===== src/rtl/clk_ratio_pkg.sv =====
package clk_ratio_pkg;
  localparam int unsigned CODE_W    = 3;
  localparam int unsigned NUM_DOM   = 3;
  localparam int unsigned MAX_SHIFT = 4;
  localparam int unsigned SHIFT_W   = $clog2(MAX_SHIFT + 1);
  localparam int unsigned CNT_W     = MAX_SHIFT;

  localparam int unsigned DOM_SYS = 0;
  localparam int unsigned DOM_PER = 1;
  localparam int unsigned DOM_BUS = 2;

  typedef struct packed {
    logic [CODE_W-1:0] bus;
    logic [CODE_W-1:0] per;
    logic [CODE_W-1:0] sys;
  } ratio_t;

  typedef logic [SHIFT_W-1:0] shift_t;

  function automatic shift_t code_to_shift(logic [CODE_W-1:0] code);
    if (code > CODE_W'(MAX_SHIFT)) return SHIFT_W'(MAX_SHIFT);
    return SHIFT_W'(code);
  endfunction

  function automatic shift_t slower_of(shift_t a, shift_t b);
    return (a > b) ? a : b;
  endfunction
endpackage


===== src/rtl/ratio_rst_sync.sv =====
module ratio_rst_sync (
  input  logic clk_i,
  input  logic rst_ni,
  output logic rst_no
);
  logic [1:0] sync_q;

  always_ff @(posedge clk_i or negedge rst_ni) begin
    if (!rst_ni) sync_q <= 2'b00;
    else         sync_q <= {sync_q[0], 1'b1};
  end

  assign rst_no = sync_q[1];
endmodule


===== src/rtl/ratio_ctrl.sv =====
module ratio_ctrl
  import clk_ratio_pkg::*;
(
  input  logic                      clk_i,
  input  logic                      rst_ni,
  input  logic                      wr_en_i,
  input  ratio_t                    wr_data_i,
  input  logic                      bus_busy_i,
  output logic                      pending_o,
  output logic                      apply_o,
  output shift_t [NUM_DOM-1:0]      shift_o
);
  ratio_t active_q, active_d;
  ratio_t queued_q, queued_d;
  logic   pend_q,   pend_d;
  shift_t sys_shift;

  // switch only when idle and no fresh write competes in this cycle
  assign apply_o = pend_q && !bus_busy_i && !wr_en_i;

  always_comb begin
    active_d = active_q;
    queued_d = queued_q;
    pend_d   = pend_q;
    if (wr_en_i) begin
      queued_d = wr_data_i;
      pend_d   = 1'b1;
    end else if (apply_o) begin
      active_d = queued_q;
      pend_d   = 1'b0;
    end
  end

  always_ff @(posedge clk_i or negedge rst_ni) begin
    if (!rst_ni) begin
      active_q <= '0;
      queued_q <= '0;
      pend_q   <= 1'b0;
    end else begin
      active_q <= active_d;
      queued_q <= queued_d;
      pend_q   <= pend_d;
    end
  end

  // system ratio has priority: slower domains never outrun it
  assign sys_shift         = code_to_shift(active_q.sys);
  assign shift_o[DOM_SYS]  = sys_shift;
  assign shift_o[DOM_PER]  = slower_of(code_to_shift(active_q.per), sys_shift);
  assign shift_o[DOM_BUS]  = slower_of(code_to_shift(active_q.bus), sys_shift);
  assign pending_o         = pend_q;
endmodule


===== src/rtl/phase_counter.sv =====
module phase_counter #(
  parameter int unsigned CNT_W = 4
) (
  input  logic             clk_i,
  input  logic             rst_ni,
  input  logic             restart_i,
  output logic [CNT_W-1:0] cnt_o
);
  logic [CNT_W-1:0] cnt_q, cnt_d;

  always_comb begin
    if (restart_i) cnt_d = '0;
    else           cnt_d = cnt_q + 1'b1;
  end

  always_ff @(posedge clk_i or negedge rst_ni) begin
    if (!rst_ni) cnt_q <= '0;
    else         cnt_q <= cnt_d;
  end

  assign cnt_o = cnt_q;
endmodule


===== src/rtl/ce_decode.sv =====
module ce_decode #(
  parameter int unsigned CNT_W   = 4,
  parameter int unsigned SHIFT_W = 3
) (
  input  logic [CNT_W-1:0]   cnt_i,
  input  logic [SHIFT_W-1:0] shift_i,
  output logic               ce_o
);
  logic [CNT_W-1:0] mask;

  always_comb begin
    for (int i = 0; i < int'(CNT_W); i++) begin
      mask[i] = (i < int'(shift_i));
    end
  end

  // pulse on the last count of each 2^shift window
  assign ce_o = ((cnt_i & mask) == mask);
endmodule


===== src/rtl/clk_ratio_gen.sv =====
module clk_ratio_gen
  import clk_ratio_pkg::*;
(
  input  logic                  clk_i,
  input  logic                  rst_ni,
  input  logic                  wr_en_i,
  input  logic [3*CODE_W-1:0]   wr_data_i,
  input  logic                  bus_busy_i,
  output logic                  sys_ce_o,
  output logic                  per_ce_o,
  output logic                  bus_ce_o,
  output logic                  pending_o
);
  logic                  rst_n_sync;
  logic                  apply;
  shift_t [NUM_DOM-1:0]  shift;
  logic [CNT_W-1:0]      phase;
  logic [NUM_DOM-1:0]    ce;

  ratio_rst_sync u_rst (
    .clk_i  (clk_i),
    .rst_ni (rst_ni),
    .rst_no (rst_n_sync)
  );

  ratio_ctrl u_ctrl (
    .clk_i      (clk_i),
    .rst_ni     (rst_n_sync),
    .wr_en_i    (wr_en_i),
    .wr_data_i  (ratio_t'(wr_data_i)),
    .bus_busy_i (bus_busy_i),
    .pending_o  (pending_o),
    .apply_o    (apply),
    .shift_o    (shift)
  );

  phase_counter #(.CNT_W(CNT_W)) u_cnt (
    .clk_i     (clk_i),
    .rst_ni    (rst_n_sync),
    .restart_i (apply),
    .cnt_o     (phase)
  );

  for (genvar d = 0; d < NUM_DOM; d++) begin : g_dom
    ce_decode #(.CNT_W(CNT_W), .SHIFT_W(SHIFT_W)) u_dec (
      .cnt_i   (phase),
      .shift_i (shift[d]),
      .ce_o    (ce[d])
    );
  end

  assign sys_ce_o = ce[DOM_SYS];
  assign per_ce_o = ce[DOM_PER];
  assign bus_ce_o = ce[DOM_BUS];
endmodule


===== config.mk =====
export PLATFORM = sky130hd
export DESIGN_NAME = clk_ratio_gen
export DESIGN_NICKNAME = d
export VERILOG_FILES = /design/src/rtl/clk_ratio_pkg.sv /design/src/rtl/ratio_rst_sync.sv /design/src/rtl/ratio_ctrl.sv /design/src/rtl/phase_counter.sv /design/src/rtl/ce_decode.sv /design/src/rtl/clk_ratio_gen.sv
export SDC_FILE = /design/constraint.sdc
export NUM_CORES = 1
export LEC_CHECK = 0
export BUFFER_PORTS_ARGS = -buffer_cell sky130_fd_sc_hd__clkbuf_2
export CAP_MARGIN = 20
export CORE_MARGIN = 4
export CORE_UTILIZATION = 40
export DETAILED_ROUTE_END_ITERATION = 8
export GPL_ROUTABILITY_DRIVEN = 0
export GPL_TIMING_DRIVEN = 0
export PLACE_DENSITY_LB_ADDON = 0.08
export SKIP_LAST_GASP = 1
export SLEW_MARGIN = 30
export SYNTH_ARGS = -nofsm -noshare
export SYNTH_HDL_FRONTEND = slang
export SYNTH_SLANG_ARGS = --single-unit

===== constraint.sdc =====
create_clock -name clk_i -period 4.9 [get_ports clk_i]
set_input_delay 0.49 -clock clk_i [delete_from_list [all_inputs] [get_ports clk_i]]
set_output_delay 0.49 -clock clk_i [all_outputs]
set_load 0.005 [all_outputs]

* Word-level counts from Yosys, hierarchy flattened
Index checks and enable logic that the tools add are counted.
** Cells by class
- $mul :: 0
- Equal/unequal tests :: 3
- Reductions and logical operators :: 6
- Multiplexer cells :: 14
- Order comparisons :: 17
- Div/mod/pow operators :: 0
- $add $sub $neg :: 1
- Bitwise operators :: 4
- Shift operators :: 0
** Operator list (number)
- 3-bit 2-to-1 mux :: 8
- 1-bit by 3-bit < comparator with 1-bit output (first input constant) :: 6
- 2-bit by 3-bit < comparator with 1-bit output (first input constant) :: 6
- 4-bit bitwise AND :: 3
- 4-bit equality test :: 3
- 3-bit > comparator (second input constant) :: 3
- 3-bit > comparator :: 2
- 1-bit 2-to-1 mux :: 5
- 4-bit by 1-bit adder with 4-bit output (second input constant) :: 1
- 4-bit 2-to-1 mux :: 1
- 1-bit logical AND :: 2
- 1-bit zero test :: 2
- 2-bit AND reduction :: 1
- 2-bit nonzero test :: 1
- 1-bit NOT :: 1
** Word-level totals
- RAM bits :: 0
- Word-level logic and storage cells :: 54
- Bits in read-only memories :: 0
- Bits in registers :: 25
- Latch bits :: 0
- Memories :: 0
- Input bits :: 13

* Logic depth before layout (Yosys ltp)
Gate-level depths: netlist (run 1).
- Depth in word-level cells :: 8
- Gate-level depth with buffers :: 8
- Mapped depth without buffers :: 8

* Cells and area by module
A second synthesis (run 1) with hierarchy kept.
** Unflattened totals
- Cells, all modules :: 103
- Area, all modules :: 1290.0 um^2
** By module, submodules not included
- ratio_ctrl :: area each 960.9 um^2, instances 1, cells an instance 72, seq. area each 475.5 um^2
- phase_counter :: area each 170.2 um^2, instances 1, cells an instance 13, seq. area each 100.1 um^2
- ce_decode :: area each 35.0 um^2, instances 3, cells an instance 5, seq. area each 0.0 um^2
- ratio_rst_sync :: area each 53.8 um^2, instances 1, cells an instance 3, seq. area each 50.0 um^2

* Worst setup path after synthesis (run 1)
OpenSTA, ideal clock, no wires.
- Path kind :: register -> output
- Start point :: register u_ctrl.active_q[2] (netlist bit)
- End point :: output port per_ce_o
- Data required time :: 4410 ps
- Slack :: 2704 ps
- Path buffers :: 0
- Stages on the path, launching flop included :: 8
- Arrival :: 1706 ps
- Cells stage by stage :: dfrtp_1 > nand2b_2 > ha_1 > nand3_1 > a21boi_0 > mux2i_1 > nor2_1 > o22ai_1
** On the way
- Word-level cells in the longest chain between the ends :: 8
** RTL lines
- start, declared :: line ratio_ctrl.sv:13 : ratio_t active_q, active_d;
- start signal, assigned :: line ratio_ctrl.sv:40 : active_q <= active_d;
- 3-bit > comparator :: line clk_ratio_pkg.sv:21 : if (code > CODE_W'(MAX_SHIFT)) return SHIFT_W'(MAX_SHIFT);
- 1-bit 2-to-1 mux :: line clk_ratio_pkg.sv:21
- 3-bit 2-to-1 mux * :: line clk_ratio_pkg.sv:22 : return SHIFT_W'(code);
- 3-bit > comparator :: line clk_ratio_pkg.sv:26 : return (a > b) ? a : b;
- 3-bit 2-to-1 mux * :: line clk_ratio_pkg.sv:26
- 1-bit by 3-bit < comparator with 1-bit output or 2-bit by 3-bit < comparator with 1-bit output (tied branches) :: line ce_decode.sv:13 : mask[i] = (i < int'(shift_i));
- 4-bit bitwise AND :: line ce_decode.sv:18 : assign ce_o = ((cnt_i & mask) == mask);
- 4-bit equality test * :: line ce_decode.sv:18
- end, declared :: line clk_ratio_gen.sv:10 : output logic per_ce_o,
Every way passes the cells marked *; elsewhere a longest branch is shown, timed or not.

* Worst setup path in the final report (run 1)
Ends and elaborated chain as after synthesis.

==> run metrics, run 1 <==
Top delay family on crit path simple AND/OR/NAND/NOR gates; DR vias/cell 4.82; status finished clean; detailed placement HPWL 1730 um; GRT Resource Usage Total 0.127; Crit path largest cell delay 480 ps; CTS Hold Bufs 1; Initial Utilization 0.420; vias in the first global route 887; Routed WL 2240 um; Synth top area share 0.487; Synth area leaders dfrtp_1 49%, mux2_2 12%, ha_1 6.8%; Crit Path Class reg2out; clk sinks 25; detailed-route DRC error count 0; Post-CTS Setup Inserts 0; Die Area 4180 um2; IO Pins 17; DRT iter0 DRCs 12; Synth Flop Type dfrtp_1; post-synthesis sequential area ratio 0.487; Root Driver clkbuf_4; Final #Nets 154; Max Cap Viol 0; Avg WL per Cell 12.7 um; Avg Inst Size Synth 11.5 um2; crit path cell chain nor2_1, ha_1, nand3_1, a21boi_0, mux2i_1, nor2_1, o22ai_1, clkbuf_2; FFs w/ async S/R, synth 1.00; die height 64.7 um; Critical path buffers and inverters 1; kind of end point of the critical path output port; Worst-path clk slew 130 ps; Layout Skew 6.61 ps; Post-synth EDFFs 0; Max Freq 0.339 GHz; Worst Hold Margin 247 ps; maximum VDD drop 0.165 mV; row count 20; fillcell total 307; Area growth, synth to finish 13.5%; Die W 64.7 um; Hold Vio Cnt, Final 0; Worst Path Max Fanout 7; drt first pass iters 3; first-pass GRT wire length 4040 um; core area 3050 um2; fin crit period 2950 ps; # resized after CTS 0; ant diodes 0; Worst Path Arrival 2460 ps; Cell Area, Synth 1280 um2; #FFs+latches synth 25; Slowest cell on crit path dfrtp_1; leak pwr 0.660 nW; Cell variety after synth 32; largest net degree at the start of global routing 24; Tcrit/Tclk final 0.603; Crit path top cell by count nor2_1; routed vias 854; Slew @ Worst Pin 507 ps; relative slew slack 0.662; antenna viol nets, final 0; final core occ 0.477; worst endpoint required time 4410 ps; Post-synth top cells 25 x dfrtp_1, 14 x mux2_2, 13 x nor2_1; Worst setup SP type flop; clock latency at the later pin of the worst-skew pair 320 ps; setup_tns 0 ps; count leader, synth dfrtp_1; CTS tree yes; CTS max path bufs 2; Power Density 424 nW/um2; htree depth 1; number of port buffers 16; Synthesized Nets 132; RSZ-0062 raised after global routing no; Synth area leader dfrtp_1; Tot Pwr 0.618 mW; Synth Instances 112; count of final max-slew check failures 0; GR Overflow Total 0; Min-Delay Path Class reg2async; CTS Buf Count 3; initial antenna violation count 0; Synth Warn # 0; share of layout cells above drive strength 1 0.316; final setup fails 0
## cell type report
type	instances	area, um2	share of cell area
buffer	3	20.0	0.0137
clock buffer	3	22.5	0.0155
clock inverter	1	5.00	0.00343
inverter	4	15.0	0.0103
multi-input combinational	80	623	0.427
sequential	25	627	0.430
tap	44	55.1	0.0378
timing repair buffer	17	90.1	0.0618
## registers in the layout, summed over array words and instances, names as in the netlist
signal            cells
u_rst.sync_q          2
u_ctrl.active_q       9
u_cnt.cnt_o           4
u_ctrl.queued_q       9
u_ctrl.pending_o      1
## per-stage QoR
| step | setup WS (ps) | cell area (um2) | std cells |
|---|---|---|---|
| finish | 1950 | 1460 | 177 |
| global placement | 2410 | 1420 | 172 |
| CTS | 1930 | 1460 | 177 |
| floorplan | 2700 | 1280 | 112 |
| global route | 1760 | 1460 | 177 |
| detailed placement | 2300 | 1420 | 172 |
## metal layers
layer  track usage  vias up  part of all wire
li1              -      436                 -
met1         0.159      401              0.48
met2         0.211       12              0.47
met3        0.0243        5             0.029
met4        0.0554        0             0.021
met5             0        -                 0
## layout by cell type, fill, tap and decap left out, drive strengths merged
cell	netlist	final
xor2	1	1
mux2	16	16
clkinv	0	1
and2	1	1
a21o	1	1
a31oi	1	1
nor3b	1	1
a21boi	2	2
a211oi	1	1
ha	7	7
nand3b	2	2
mux2i	4	4
o21ai	3	3
nor2	13	13
a31o	1	1
dfrtp	25	25
o211ai	4	4
a21oi	3	3
clkbuf	1	20
dlygate4sd3	0	1
xnor2	1	1
o22ai	2	2
nand3	4	4
nor2b	5	5
nand2b	1	1
inv	4	4
nand2	5	5
buf	2	2
conb	1	1
## path summary, 6_finish.rpt
check / end / cells past startpoint / from / slack (ps)
worst max-delay path: per_ce_o / 8 / u_ctrl.active_q[2]$_DFFE_PN0P_ / 1950
worst min-delay path: u_ctrl.queued_q[5]$_DFFE_PN0P_ / 0 / u_rst.sync_q[1]$_DFF_PN0_ / 250
worst max register to register: u_ctrl.active_q[8]$_DFFE_PN0P_ / 3 / u_ctrl.pending_o$_DFFE_PN0P_ / 3520
worst min register to register: u_ctrl.queued_q[5]$_DFFE_PN0P_ / 0 / u_rst.sync_q[1]$_DFF_PN0_ / 250
max in group asynchronous: u_ctrl.active_q[8]$_DFFE_PN0P_ / 0 / u_rst.sync_q[1]$_DFF_PN0_ / 4310
min in group clk_i: u_rst.sync_q[1]$_DFF_PN0_ / 0 / u_rst.sync_q[0]$_DFF_PN0_ / 360
## logic make-up after synthesis
kind of cell / after synthesis / synth area share
AOI/OAI and AO/OA: 18 / 0.0946
xor gates and xnor gates: 2 / 0.0136
adders and majority gates: 7 / 0.0682
buffers and inverters: 7 / 0.0273
DFF: 25 / 0.487
muxes: 20 / 0.172
other: 1 / 0.00292
and+or+nand+nor: 32 / 0.135
## report_power, final
part | internal (mW) | total [mW] | leakage (nW) | switching, mW
sequential | 0.244 | 0.287 | 0.295 | 0.0434
clock | 0.0306 | 0.0906 | 0.0177 | 0.0600
combinational | 0.124 | 0.240 | 0.346 | 0.116
No activity file was read; power rests on OpenSTA's default activity.
==> run 2: changes to the inputs <==
==> constraint.sdc (replaced) <==
create_clock -name clk_i -period 2.7 [get_ports clk_i]
set_input_delay 0.27 -clock clk_i [delete_from_list [all_inputs] [get_ports clk_i]]
set_output_delay 0.27 -clock clk_i [all_outputs]
set_load 0.005 [all_outputs]
==> run 2 against run 1 <==
  * Sequential share of layout area decreased by 0.98 points
  * Cell count increased by 1.7%
  * Final area increased by 2.7%
  * Worst setup slack got worse by 1800 ps
  * Wire length increased by 0.80%
  * Critical endpoint unchanged
==> run metrics, run 2 (synthesis results as in run 1) <==
Avg WL per Cell 12.5 um; Min-Delay Path Class in2reg; CTS Buf Count 3; Worst setup SP type flop; most frequent cells in the layout 22 x dfrtp_1, 16 x clkbuf_2, 14 x mux2_2; relative slew slack 0.665; Area growth, synth to finish 16.7%; Worst path depth 8; Power Density 773 nW/um2; DRT iter0 DRCs 29; Crit path largest cell delay 470 ps; Tcrit/Tclk final 0.951; Layout Skew 7.56 ps; DR vias/cell 4.80; die height 64.7 um; detailed placement HPWL 1730 um; ant diodes 0; first-pass GRT wire length 4040 um; fin crit period 2570 ps; final worst slack 133 ps; CTS tree yes; share of layout cells above drive strength 1 0.375; CTS max path bufs 2; number of port buffers 16; kind of end point of the critical path output port; GRT Resource Usage Total 0.127; Die Area 4180 um2; Routed WL 2260 um; routed vias 864; Reg-to-Reg End u_ctrl.active_q[8]$_DFFE_PN0P_; FF-to-FF path depth 3; antenna viol nets, final 0; vias in the first global route 887; status finished clean; worst r2r src u_ctrl.pending_o$_DFFE_PN0P_; worst endpoint required time 2430 ps; detailed-route DRC error count 0; count of final max-slew check failures 0; clock latency at the later pin of the worst-skew pair 320 ps; Crit Path Class reg2out; Worst Path Arrival 2300 ps; commonest non-fill, non-tap cell in the layout dfrtp_1; Hold Vio Cnt, Final 0; core area 3050 um2; maximum VDD drop 0.300 mV; crit path to per_ce_o; Max Cap Viol 0; flop2flop setup slack 1320 ps; Max Freq 0.390 GHz; Critical path buffers and inverters 1; Final #Nets 157; drt first pass iters 4; Root Driver clkbuf_4; largest net degree at the start of global routing 24; GR Overflow Total 0; leak pwr 0.676 nW; Worst Path Max Fanout 6; Slowest cell on crit path dfrtp_2; Worst-path clk slew 130 ps; Place WS 324 ps; clk sinks 25; final setup fails 0; IO Pins 17; Die W 64.7 um; Top delay family on crit path flip-flops; crit path cell chain nand2b_2, ha_1, nand3_1, a21boi_2, mux2i_1, nor2_1, o22ai_2, clkbuf_2; htree depth 1; Slew @ Worst Pin 503 ps; row count 20; RSZ-0062 raised after global routing no; setup_tns 0 ps; crit path from u_ctrl.active_q[2]$_DFFE_PN0P_; initial antenna violation count 0; Initial Utilization 0.420
-- run 2: cell count changes in the layout (fill, tap and decap cells not counted), sizes merged --
| cell | delta |
|---|---|
| buf | +3 |
-- run 2: power by group --
part           internal [mW]  total, mW  switching, mW  leakage [nW]
logic                  0.250      0.472          0.222         0.365
clock network         0.0555      0.165          0.109        0.0177
registers              0.444      0.521         0.0772         0.293
-- run 2: final cells by class --
type | instances | area, um2
multi-input cells | 80 | 638
fillers | 304 | 1560
clock inverters | 1 | 5.00
plain buffers | 3 | 20.0
flip-flops and latches | 25 | 629
repair buffers | 20 | 113
well taps | 44 | 55.1
inverters | 4 | 15.0
clock buffers | 3 | 22.5
-- run 2: repair_timing --
item                                    CTS  global route
hold buffers                              1             0
endpoints found under the hold margin     2             0
buffers inserted                          0             3
endpoints found under the setup margin    1             1
resized for setup                         3             4
-- run 2: worst min-delay path by stage --
stage	from	to	slack (ps)	cells after the start
3_3_place_gp	rst_ni	u_rst.sync_q[1]$_DFF_PN0_	60	1
6_report	wr_data_i[4]	u_ctrl.queued_q[4]$_DFFE_PN0P_	170	2
2_1_floorplan	rst_ni	u_rst.sync_q[0]$_DFF_PN0_	-30	0
3_5_place_dp	rst_ni	u_rst.sync_q[1]$_DFF_PN0_	60	1
5_1_grt	wr_data_i[4]	u_ctrl.queued_q[4]$_DFFE_PN0P_	130	2
4_1_cts	wr_data_i[4]	u_ctrl.queued_q[4]$_DFFE_PN0P_	160	2
-- run 2: layer usage --
layer | wire, um | GRT usage | vias up
li1 | - | - | 439
met1 | 1090 | 0.159 | 408
met2 | 1060 | 0.211 | 12
met3 | 65 | 0.0243 | 5
met4 | 46 | 0.0554 | 0
met5 | 0 | 0 | -
-- run 2: per-stage QoR --
stage          hold WS [ps]  power (mW)  instance area, um2  utilization  cells
4_1_cts                 156        1.14                1460        0.478    177
6_report                168        1.16                1500        0.491    180
2_1_floorplan         -25.6       0.847                1280            -    112
5_1_grt                 133        1.27                1500        0.491    180
3_5_place_dp           58.1       0.970                1420        0.465    172
3_3_place_gp           55.8       0.948                1420        0.465    172
